$ cat config.mk
export PLATFORM = sky130hd
export DESIGN_NAME = mesi_line_ctrl
export DESIGN_NICKNAME = d
export VERILOG_FILES = /design/src/rtl/mesi_pkg.sv /design/src/rtl/mesi_line.sv /design/src/rtl/mesi_txn_ctr.sv /design/src/rtl/mesi_req_fsm.sv /design/src/rtl/mesi_line_ctrl.sv
export SDC_FILE = /design/constraint.sdc
export NUM_CORES = 1
export LEC_CHECK = 0
export ABC_AREA = 1
export BUFFER_PORTS_ARGS = -buffer_cell sky130_fd_sc_hd__buf_4
export CAP_MARGIN = 15
export CORE_ASPECT_RATIO = 1.1
export CORE_MARGIN = 1.5
export CORE_UTILIZATION = 50
export DETAILED_ROUTE_END_ITERATION = 8
export PLACE_DENSITY = 0.82
export SYNTH_ARGS = -nofsm -noshare
export SYNTH_HDL_FRONTEND = slang
export SYNTH_SLANG_ARGS = --single-unit
$ cat constraint.sdc
create_clock -name clk -period 4.65 [get_ports clk]
set_input_delay 0.2325 -clock clk [delete_from_list [all_inputs] [get_ports clk]]
set_output_delay 0.2325 -clock clk [all_outputs]
set_load 0.05 [all_outputs]
$ cat src/rtl/mesi_pkg.sv
package mesi_pkg;
  typedef enum logic [1:0] {
    ST_I = 2'd0,
    ST_S = 2'd1,
    ST_E = 2'd2,
    ST_M = 2'd3
  } mesi_t;

  typedef enum logic [1:0] {
    CMD_NONE = 2'd0,
    CMD_RD   = 2'd1,
    CMD_RDX  = 2'd2,
    CMD_UPG  = 2'd3
  } bcmd_t;
endpackage

$ cat src/rtl/mesi_line.sv
module mesi_line
  import mesi_pkg::*;
(
  input  logic  clk,
  input  logic  rst_n,
  input  logic  snp_hit,
  input  bcmd_t snp_cmd,
  input  logic  loc_we,
  input  mesi_t loc_st,
  output mesi_t st_o,
  output logic  shared_o,
  output logic  flush_o
);
  mesi_t st_q, st_d;
  logic  st_en;

  always_comb begin
    st_d = st_q;
    if (snp_hit) begin
      case (snp_cmd)
        CMD_RD:           if (st_q != ST_I) st_d = ST_S;
        CMD_RDX, CMD_UPG: st_d = ST_I;
        default:          st_d = st_q;
      endcase
    end else if (loc_we) begin
      st_d = loc_st;
    end
  end

  assign st_en = snp_hit | loc_we;

  always_ff @(posedge clk or negedge rst_n) begin
    if (!rst_n)     st_q <= ST_I;
    else if (st_en) st_q <= st_d;
  end

  assign st_o     = st_q;
  assign shared_o = snp_hit && (snp_cmd == CMD_RD) && (st_q != ST_I);
  assign flush_o  = snp_hit && (st_q == ST_M) &&
                    ((snp_cmd == CMD_RD) || (snp_cmd == CMD_RDX));

  // ownership snoops kill any copy
  assert_own_snoop_kills_R9: assert property (@(posedge clk) disable iff (!rst_n)
    (snp_hit && ((snp_cmd == CMD_RDX) || (snp_cmd == CMD_UPG))) |=> (st_q == ST_I));

  // snooped read leaves a valid copy Shared
  assert_read_snoop_shares_R8: assert property (@(posedge clk) disable iff (!rst_n)
    (snp_hit && (snp_cmd == CMD_RD) && (st_q != ST_I)) |=> (st_q == ST_S));
endmodule

$ cat src/rtl/mesi_txn_ctr.sv
module mesi_txn_ctr #(
  parameter int CNT_W = 8
) (
  input  logic             clk,
  input  logic             rst_n,
  input  logic             inc,
  output logic [CNT_W-1:0] cnt_o
);
  localparam logic [CNT_W-1:0] CNT_MAX = {CNT_W{1'b1}};

  logic [CNT_W-1:0] cnt_q, cnt_d;
  logic             cnt_en;

  assign cnt_en = inc && (cnt_q != CNT_MAX);

  always_comb begin
    cnt_d = cnt_q + {{(CNT_W-1){1'b0}}, 1'b1};
  end

  always_ff @(posedge clk or negedge rst_n) begin
    if (!rst_n)      cnt_q <= '0;
    else if (cnt_en) cnt_q <= cnt_d;
  end

  assign cnt_o = cnt_q;

  // saturation holds
  assert_ctr_saturates_R11: assert property (@(posedge clk) disable iff (!rst_n)
    (cnt_q == CNT_MAX) |=> (cnt_q == CNT_MAX));

  // each issue counts by one below saturation
  assert_ctr_steps_R11: assert property (@(posedge clk) disable iff (!rst_n)
    (inc && (cnt_q != CNT_MAX)) |=> (cnt_q == $past(cnt_q) + 1'b1));
endmodule

$ cat src/rtl/mesi_req_fsm.sv
module mesi_req_fsm
  import mesi_pkg::*;
#(
  parameter int IDX_W    = 2,
  parameter int FILL_LAT = 3
) (
  input  logic             clk,
  input  logic             rst_n,
  input  logic             cpu_req,
  input  logic             cpu_we,
  input  logic [IDX_W-1:0] cpu_idx,
  input  logic             snp_valid,
  input  logic             bus_gnt,
  input  logic             shared_in,
  input  mesi_t            cur_st,
  output logic [IDX_W-1:0] sel_idx,
  output logic             loc_we,
  output logic [IDX_W-1:0] loc_idx,
  output mesi_t            loc_st,
  output logic             cpu_done,
  output logic             bus_req,
  output bcmd_t            bus_cmd,
  output logic [IDX_W-1:0] bus_idx,
  output logic             issue,
  output logic             idle_o
);
  localparam int LAT_W = $clog2(FILL_LAT + 1);
  localparam logic [LAT_W-1:0] LAT_LOAD = LAT_W'(FILL_LAT - 1);

  typedef enum logic [1:0] {F_IDLE, F_WAIT, F_FILL} fst_t;

  fst_t             fst_q, fst_d;
  logic [IDX_W-1:0] idx_q, idx_d;
  logic             we_q, we_d;
  bcmd_t            cmd_q, cmd_d;
  logic             sh_q, sh_d;
  logic [LAT_W-1:0] cnt_q, cnt_d;
  bcmd_t            miss_cmd;

  assign sel_idx = (fst_q == F_IDLE) ? cpu_idx : idx_q;
  assign loc_idx = sel_idx;
  assign bus_idx = idx_q;
  assign idle_o  = (fst_q == F_IDLE);

  always_comb begin
    if (!we_q)               miss_cmd = CMD_RD;
    else if (cur_st == ST_S) miss_cmd = CMD_UPG;
    else                     miss_cmd = CMD_RDX;
  end

  always_comb begin
    fst_d    = fst_q;
    idx_d    = idx_q;
    we_d     = we_q;
    cmd_d    = cmd_q;
    sh_d     = sh_q;
    cnt_d    = cnt_q;
    loc_we   = 1'b0;
    loc_st   = cur_st;
    cpu_done = 1'b0;
    bus_req  = 1'b0;
    bus_cmd  = CMD_NONE;
    issue    = 1'b0;
    case (fst_q)
      F_IDLE: begin
        if (cpu_req && !snp_valid) begin
          if (!cpu_we && (cur_st != ST_I)) begin
            cpu_done = 1'b1;
          end else if (cpu_we && (cur_st == ST_M)) begin
            cpu_done = 1'b1;
          end else if (cpu_we && (cur_st == ST_E)) begin
            cpu_done = 1'b1;
            loc_we   = 1'b1;
            loc_st   = ST_M;
          end else begin
            fst_d = F_WAIT;
            idx_d = cpu_idx;
            we_d  = cpu_we;
          end
        end
      end
      F_WAIT: begin
        bus_cmd = miss_cmd;
        if (!snp_valid) begin
          bus_req = 1'b1;
          if (bus_gnt) begin
            issue = 1'b1;
            cmd_d = miss_cmd;
            sh_d  = shared_in;
            cnt_d = (miss_cmd == CMD_UPG) ? '0 : LAT_LOAD;
            fst_d = F_FILL;
          end
        end
      end
      F_FILL: begin
        if (cnt_q != '0) begin
          cnt_d = cnt_q - 1'b1;
        end else if (!snp_valid) begin
          cpu_done = 1'b1;
          loc_we   = 1'b1;
          loc_st   = (cmd_q == CMD_RD) ? (sh_q ? ST_S : ST_E) : ST_M;
          fst_d    = F_IDLE;
        end
      end
      default: fst_d = F_IDLE;
    endcase
  end

  always_ff @(posedge clk or negedge rst_n) begin
    if (!rst_n) begin
      fst_q <= F_IDLE;
      idx_q <= '0;
      we_q  <= 1'b0;
      cmd_q <= CMD_NONE;
      sh_q  <= 1'b0;
      cnt_q <= '0;
    end else begin
      fst_q <= fst_d;
      idx_q <= idx_d;
      we_q  <= we_d;
      cmd_q <= cmd_d;
      sh_q  <= sh_d;
      cnt_q <= cnt_d;
    end
  end

  // an upgrade completes one cycle after its grant unless a snoop intervenes
  assert_upg_next_cycle_R4: assert property (@(posedge clk) disable iff (!rst_n)
    (issue && (bus_cmd == CMD_UPG)) |=> (cpu_done || snp_valid));
endmodule

$ cat src/rtl/mesi_line_ctrl.sv
module mesi_line_ctrl
  import mesi_pkg::*;
#(
  parameter int NLINES   = 4,
  parameter int FILL_LAT = 3,
  parameter int CNT_W    = 8,
  localparam int IDX_W   = $clog2(NLINES)
) (
  input  logic                  clk,
  input  logic                  rst_n,
  input  logic                  cpu_req,
  input  logic                  cpu_we,
  input  logic [IDX_W-1:0]      cpu_idx,
  output logic                  cpu_done,
  output logic                  cpu_stall,
  output logic                  bus_req,
  output logic [1:0]            bus_cmd,
  output logic [IDX_W-1:0]      bus_idx,
  input  logic                  bus_gnt,
  input  logic                  shared_in,
  input  logic                  snp_valid,
  input  logic [1:0]            snp_cmd,
  input  logic [IDX_W-1:0]      snp_idx,
  output logic                  shared_out,
  output logic                  flush_out,
  output logic [2*NLINES-1:0]   line_state,
  output logic [CNT_W-1:0]      txn_cnt
);
  mesi_t             st_arr [NLINES];
  logic [NLINES-1:0] sh_vec, fl_vec;
  logic [IDX_W-1:0]  sel_idx, loc_idx;
  logic              loc_we, issue, fsm_idle;
  mesi_t             loc_st, cur_st;
  bcmd_t             bus_cmd_e;

  mesi_req_fsm #(.IDX_W(IDX_W), .FILL_LAT(FILL_LAT)) u_fsm (
    .clk(clk), .rst_n(rst_n),
    .cpu_req(cpu_req), .cpu_we(cpu_we), .cpu_idx(cpu_idx),
    .snp_valid(snp_valid), .bus_gnt(bus_gnt), .shared_in(shared_in),
    .cur_st(cur_st), .sel_idx(sel_idx),
    .loc_we(loc_we), .loc_idx(loc_idx), .loc_st(loc_st),
    .cpu_done(cpu_done), .bus_req(bus_req), .bus_cmd(bus_cmd_e),
    .bus_idx(bus_idx), .issue(issue), .idle_o(fsm_idle)
  );

  assign cur_st    = st_arr[sel_idx];
  assign bus_cmd   = bus_cmd_e;
  assign cpu_stall = cpu_req && !cpu_done;

  for (genvar g = 0; g < NLINES; g++) begin : g_line
    logic hit_g, we_g;
    assign hit_g = snp_valid && (snp_idx == IDX_W'(g));
    assign we_g  = loc_we && (loc_idx == IDX_W'(g));
    mesi_line u_line (
      .clk(clk), .rst_n(rst_n),
      .snp_hit(hit_g), .snp_cmd(bcmd_t'(snp_cmd)),
      .loc_we(we_g), .loc_st(loc_st),
      .st_o(st_arr[g]), .shared_o(sh_vec[g]), .flush_o(fl_vec[g])
    );
    assign line_state[2*g +: 2] = st_arr[g];
  end

  assign shared_out = |sh_vec;
  assign flush_out  = |fl_vec;

  mesi_txn_ctr #(.CNT_W(CNT_W)) u_ctr (
    .clk(clk), .rst_n(rst_n), .inc(issue), .cnt_o(txn_cnt)
  );

  // a write to an Exclusive line finishes at once and costs no bus traffic
  assert_excl_write_silent_R5: assert property (@(posedge clk) disable iff (!rst_n)
    (fsm_idle && cpu_req && cpu_we && !snp_valid && (cur_st == ST_E))
      |-> cpu_done ##1 (!bus_req && $stable(txn_cnt)));
endmodule

==> flow_summary.json, run 1 <==
{
  "status": "completed",
  "yosysTopAreaCell": "dfrtp_1",
  "fin_area_mm2": 0.00221,
  "dieArea_mm2": 0.00399,
  "max_slew_margin": 0.722,
  "worstPathArrival_ps": 2130,
  "final_net_count": 307,
  "wirelength_mm": 3.91,
  "drtIter0Drc": 58,
  "antenna_found_initial": 0,
  "cts_buffer_depth": 2,
  "grt_use_total": 0.219,
  "area_growth_pct": 21.9,
  "stdcell_count": 336,
  "avgViaCountPerCell": 5.01,
  "skew_ps": 3.93,
  "yosysTopAreaCellShare": 0.359,
  "tns_ps": 0,
  "cpMaxStageDelayCell": "dfrtp_1",
  "ios": 38,
  "seq_area_frac_synth": 0.359,
  "crit_buf_inv": 2,
  "worstHoldPathType": "input port to register",
  "crit_path_end_kind": "primary output",
  "holdWs_ps": 106,
  "core_mm2": 0.00339,
  "cts_setup_buffers": 0,
  "synth_edf_count": 0,
  "grt_overflow_total": 0,
  "numCtsBuffers": 3,
  "diodes": 0,
  "synth.most_common_cell": "nand2_1",
  "layout_min_cycle_time_ps": 2360,
  "synth_area_mm2": 0.00181,
  "synth-seq-cells": 26,
  "setup-violations-final": 0,
  "ir_worst_vdd_uv": 387,
  "die_width_um": 60.4,
  "path_common_cell": "nand2_2",
  "clkSinkCount": 26,
  "grt_pass1_vias": 1615,
  "synth_cell_types": 33,
  "die_y_um": 66.1,
  "route.antenna.remaining_nets": 0,
  "synthArstFlopShare": 1.00,
  "dp_hpwl_mm": 3.05,
  "rsz0062_at_grt": "false",
  "worst_slew_pin_slew_ps": 415,
  "cp-start-kind": "register",
  "placementRows": 22,
  "fmax_mhz": 424,
  "drtPass1Iterations": 4,
  "yosys-top-cells-count": "69 x nand2_1, 33 x inv_1, 26 x dfrtp_1, 26 x nand3_1, 19 x nor2_1",
  "dp.cells": 331,
  "rrSetupSlack_ps": 2850,
  "grt_pass1_wl_mm": 6.74,
  "maxCapViolations": 0,
  "cts_tree": "done",
  "synthTopCellsByArea": "dfrtp_1 36%, nand2_1 14%, nand3_1 7.2%",
  "num-fill-cells": 297,
  "gp_congestion": 0.856,
  "netlist_instances": 247,
  "clk_latency_ps": 320,
  "critPathMaxStageDelay_ps": 470,
  "wl_per_cell_um": 11.6,
  "slew_violations": 0,
  "cts_root_buf": "clkbuf_4",
  "p_leak_nw": 1.15,
  "required_ps": 4420,
  "cts-htree-levels": 1,
  "io_buffers": 37,
  "drive_gt1_frac": 0.274,
  "ys.flop_type": "dfrtp_1",
  "synth_area_per_cell_um2": 7.33,
  "hold_viol": 0,
  "crit_chain": "nor2_4 > nand2_2 > nand2_2 > nand2_1 > nand3_1 > nand2_2 > inv_2 > a21oi_2 > or2_4 > nor2_2 > buf_4",
  "place_area_mm2": 0.00214,
  "ys_warn_count": 0,
  "powerDensity_mw_per_mm2": 709,
  "fin_crit_sh": 0.508,
  "grt_max_degree": 27,
  "path_max_fanout": 6,
  "syn-num-nets": 265,
  "drc_errors": 0,
  "path_class": "register to primary output",
  "cpLargestDelayFamily": "simple AND/OR/NAND/NOR gates",
  "vias": 1682,
  "cts.clk_slew.worst_paths_ps": 140,
  "initial_core_util": 0.535
}
[kinds of logic (layout without fill, tap and decap cells)]
family / Yosys count / after routing / synth area share
AND/OR/NAND/NOR: 144 / 144 / 0.385
buffers and inverters: 41 / 82 / 0.0850
flip-flops: 26 / 26 / 0.359
AO/OA/AOI/OAI: 24 / 24 / 0.101
XOR/XNOR: 6 / 6 / 0.0290
adder cells (fa/ha/maj): 5 / 5 / 0.0346
multiplexers: 1 / 1 / 0.00622
[worst register-to-register path: cells and delay by family, from the launching register on]
family           cells  cell delay [ps]
AO/OA/AOI/OAI        1              330
flip-flops           1              470
AND/OR/NAND/NOR      9              900
[what timing repair did]
item / 4_1_cts / 5_1_grt
hold buffers: 1 / 0
gates resized for setup: 0 / 0
setup endpoints to repair: 0 / 0
hold endpoints to repair: 26 / 0
[sequential cells by signal, indices dropped and copies added, names as in the netlist]
| signal | flops |
|---|---|
| g_line.u_line.st_o | 8 |
| u_ctr.cnt_o | 8 |
| u_fsm.bus_idx | 2 |
| u_fsm.cmd_q | 2 |
| u_fsm.cnt_q | 2 |
| u_fsm.fst_q | 2 |
| u_fsm.sh_q | 1 |
| u_fsm.we_q | 1 |
[metal layers]
layer  wire [µm]  GRT usage
met1        1870      0.284
met2        1900      0.374
met3         116     0.0235
met4          23     0.0750
met5           0          0
[final timing paths]
path                                start                  endpoint  cells after the start
setup / recovery           u_fsm.fst_q[0]                 cpu_stall                     11
hold / removal                  shared_in                u_fsm.sh_q                      3
setup reg to reg           u_fsm.fst_q[0]  g_line[0].u_line.st_o[1]                     10
hold reg to reg            u_fsm.cnt_q[0]            u_fsm.cnt_q[0]                      1
max in group asynchronous           rst_n            u_fsm.cmd_q[1]                      2
min in group asynchronous           rst_n          u_fsm.bus_idx[0]                      2
[stage by stage]
step                      power, mW  utilization  worst slack, ps
after floorplan                1.15            -             2350
after global placement         1.39        0.633             2710
after detailed placement       1.41        0.633             2650
after CTS                      1.57        0.652             2270
after global routing           1.69        0.652             2110
final                          1.56        0.652             2290
[power by group]
group / switching [mW] / internal, mW
Clock: 0.0684 / 0.0871
Combinational: 0.671 / 0.303
Sequential: 0.117 / 0.318
[placed cells by master, fill, tap and decap left out, types with 2 or more instances in the layout]
cell type and instances:
o32ai_1 2, o21ai_2 2, xor2_1 3, o211ai_1 4, nor2_2 3, o31ai_1 2, inv_1 33, inv_2 7
nand3_2 3, nand4_1 2, a21oi_1 2, dfrtp_1 26, buf_4 37, nor4_1 2, o21ai_0 2, o21ai_1 4
nand2_1 69, xnor2_1 3, nand3_1 26, nand2_2 12, nor2_1 19, nor3_2 4, ha_1 5, a21oi_2 2
clkbuf_4 3
[area by class of cell]
| type | count | area [µm²] | area share |
|---|---|---|---|
| clock buffers | 3 | 22.5 | 0.0102 |
| clock inverters | 1 | 30.0 | 0.0136 |
| inverters | 40 | 150 | 0.0680 |
| multi-input cells | 180 | 1010 | 0.456 |
| flip-flops and latches | 26 | 651 | 0.295 |
| well taps | 48 | 60.1 | 0.0272 |
| repair buffers | 38 | 288 | 0.130 |
(Power assumes the default switching activity.)
==> inputs of run 2 (changes only) <==
--- a/config.mk
+++ b/config.mk
@@ -5,7 +5,7 @@
 export SDC_FILE = /design/constraint.sdc
 export NUM_CORES = 1
 export LEC_CHECK = 0
-export ABC_AREA = 1
+export ABC_AREA = 0
 export BUFFER_PORTS_ARGS = -buffer_cell sky130_fd_sc_hd__buf_4
 export CAP_MARGIN = 15
 export CORE_ASPECT_RATIO = 1.1
==> constraint.sdc (replaced) <==
create_clock -name clk -period 2.2 [get_ports clk]
set_input_delay 0.11 -clock clk [delete_from_list [all_inputs] [get_ports clk]]
set_output_delay 0.11 -clock clk [all_outputs]
set_load 0.05 [all_outputs]
==> flow_summary.json, run 2 <==
{
  "die_width_um": 58.9,
  "path_max_fanout": 4,
  "worstHoldPathType": "input port to register",
  "setup-violations-final": 6,
  "r2r_start": "u_fsm.fst_q[1]",
  "synth.most_common_cell": "dfrtp_1",
  "ys_warn_count": 0,
  "place_area_mm2": 0.00212,
  "cts_buffer_depth": 2,
  "clk_latency_ps": 320,
  "p_leak_nw": 1.07,
  "yosysTopAreaCell": "dfrtp_1",
  "final_net_count": 267,
  "gp_congestion": 0.844,
  "synth_edf_count": 0,
  "grt_pass1_wl_mm": 7.45,
  "drive_gt1_frac": 0.331,
  "syn-num-nets": 208,
  "ios": 38,
  "status": "complete, but fails checks",
  "path_class": "register to primary output",
  "seq_area_um2": 653,
  "yosysTopAreaCellShare": 0.379,
  "drtIter0Drc": 117,
  "wirelength_mm": 4.57,
  "diodes": 0,
  "powerDensity_mw_per_mm2": 1310,
  "dp_slack_ps": 15.0,
  "vias": 1715,
  "required_ps": 2090,
  "synthTopCellsByArea": "dfrtp_1 38%, o21ai_0 5.5%, nand2_1 5.2%",
  "ys.flop_type": "dfrtp_1",
  "rrSetupSlack_ps": -30,
  "avgViaCountPerCell": 6.04,
  "grt_max_degree": 27,
  "route.antenna.remaining_nets": 0,
  "synth_cell_types": 47,
  "ff2ff_path_depth": 7,
  "synth_area_mm2": 0.00172,
  "hold_path_depth": 2,
  "critPathMaxStageDelay_ps": 470,
  "final_common_cell": "buf_4",
  "violations": "setup timing",
  "worstPathArrival_ps": 2360,
  "cts_tree": "done",
  "io_buffers": 37,
  "slew_violations": 0,
  "cpMaxStageDelayCell": "dfrtp_2",
  "crit_chain": "or3b_4 > and3_1 > a211oi_2 > a31o_2 > o21a_1 > o211a_1 > buf_6",
  "dieArea_mm2": 0.00379,
  "final_util": 0.690,
  "cp-start-kind": "register",
  "whs_endpoint": "u_fsm.bus_idx[1]",
  "seq_area_frac_synth": 0.379,
  "synthArstFlopShare": 1.00,
  "yosys-top-cells-count": "26 x dfrtp_1, 24 x nand2_1, 19 x o21ai_0, 16 x nor2_1, 8 x a21oi_1",
  "cts_root_buf": "clkbuf_4",
  "fmax_mhz": 404,
  "wl_per_cell_um": 16.1,
  "drc_errors": 0,
  "placementRows": 22,
  "fin_crit_sh": 1.12,
  "synth_area_per_cell_um2": 9.03,
  "numCtsBuffers": 3,
  "drtPass1Iterations": 4,
  "holdWs_ps": 27.9,
  "crit_path_end_kind": "primary output",
  "fin_area_mm2": 0.00228,
  "power_mw": 2.98,
  "rsz0062_at_grt": "true",
  "die_y_um": 64.5,
  "grt_pass1_vias": 1674,
  "layout_setup_ws_ps": -273,
  "cts-htree-levels": 1,
  "skew_ps": 17.1,
  "cts.clk_slew.worst_paths_ps": 150,
  "grt_overflow_total": 0,
  "final_cell_mix": "52 x buf_4, 24 x nand2_1, 24 x dfrtp_1, 18 x o21ai_0, 14 x nor2_1",
  "core_mm2": 0.00330,
  "max_slew_margin": 0.637,
  "maxCapViolations": 0,
  "hp-start": "cpu_idx[1]",
  "timing.rr.end": "u_fsm.we_q",
  "num-fill-cells": 277,
  "initial_core_util": 0.520,
  "grt_use_total": 0.252,
  "worst_slew_pin_slew_ps": 543,
  "ir_worst_vdd_uv": 591,
  "area_growth_pct": 32.8,
  "dp_hpwl_mm": 3.23,
  "synth-seq-cells": 26,
  "layout_min_cycle_time_ps": 2470,
  "antenna_found_initial": 0,
  "clkSinkCount": 26,
  "netlist_instances": 190,
  "hold_viol": 0,
  "multiInputGateArea_mm2": 0.00109
}
run 2: cell count changes in the layout (fill, tap and decap cells not counted), sizes merged, moves of 8 or more:
cell,change
mux2i,+8
nand3,-26
inv,-35
o21ai,+15
buf,+18
nand2,-56
run 2: worst max-delay path by stage:
stage                   startpoint             end  slack, ps  depth (start not counted)
finish              u_fsm.fst_q[1]       cpu_stall       -270                          7
global route        u_fsm.fst_q[0]       cpu_stall       -340                          7
CTS                 u_fsm.fst_q[1]       cpu_stall       -160                          7
detailed placement  u_fsm.fst_q[0]       cpu_stall         20                          7
global placement    u_fsm.fst_q[0]       cpu_stall         80                          7
floorplan           u_ctr.cnt_o[0]  u_ctr.cnt_o[7]          1                          7
run 2: area by class of cell:
class | instances | area share
clock buffers | 4 | 0.0115
well taps | 36 | 0.0198
multi-input cells | 156 | 0.479
repair buffers | 57 | 0.195
flip-flops and latches | 26 | 0.286
inverters | 5 | 0.00823
run 2: cell families (layout without fill, tap and decap cells):
| group | Yosys count | count (layout) | synth area share |
|---|---|---|---|
| AND/OR/NAND/NOR | 80 | 80 | 0.249 |
| AO/OA/AOI/OAI | 50 | 50 | 0.187 |
| flip-flops | 26 | 26 | 0.379 |
| multiplexers | 14 | 14 | 0.0947 |
| buffers and inverters | 8 | 66 | 0.0182 |
| XOR/XNOR | 7 | 7 | 0.0357 |
| adder cells (fa/ha/maj) | 5 | 5 | 0.0364 |
run 2: worst max-delay path, delay by kind of cell, from the launching register on:
family / cells / cell delay (ps)
compound gates: 4 / 760
simple gates: 2 / 640
flops: 1 / 470
buf+inv: 1 / 170
run 2: through the flow:
step / setup TNS, ps / std cells
3_5_place_dp: 0 / 271
3_3_place_gp: 0 / 271
5_1_grt: -1250 / 284
4_1_cts: -365 / 284
6_report: -685 / 284
2_1_floorplan: 0 / 190
run 2: routing by layer:
metal / track usage / wire, µm
met1: 0.305 / 1880
met2: 0.443 / 2320
met3: 0.0339 / 233
met4: 0.0994 / 129
met5: 0 / 0
run 2: repair_timing:
action | CTS | global route
gates resized for setup | 13 | 2
hold buffers | 2 | 0
setup buffers | 7 | 0
cloned | 0 | 0
endpoints found under the setup margin | 3 | 9
pin swaps | 7 | 0
endpoints found under the hold margin | 27 | 0
run 2: report_power, final:
part / internal (mW) / leakage, nW / total [mW] / switching, mW
logic: 0.809 / 0.723 / 1.91 / 1.10
clock network: 0.0709 / 0.0150 / 0.210 / 0.139
registers: 0.639 / 0.330 / 0.856 / 0.217
total: 1.52 / 1.07 / 2.98 / 1.46
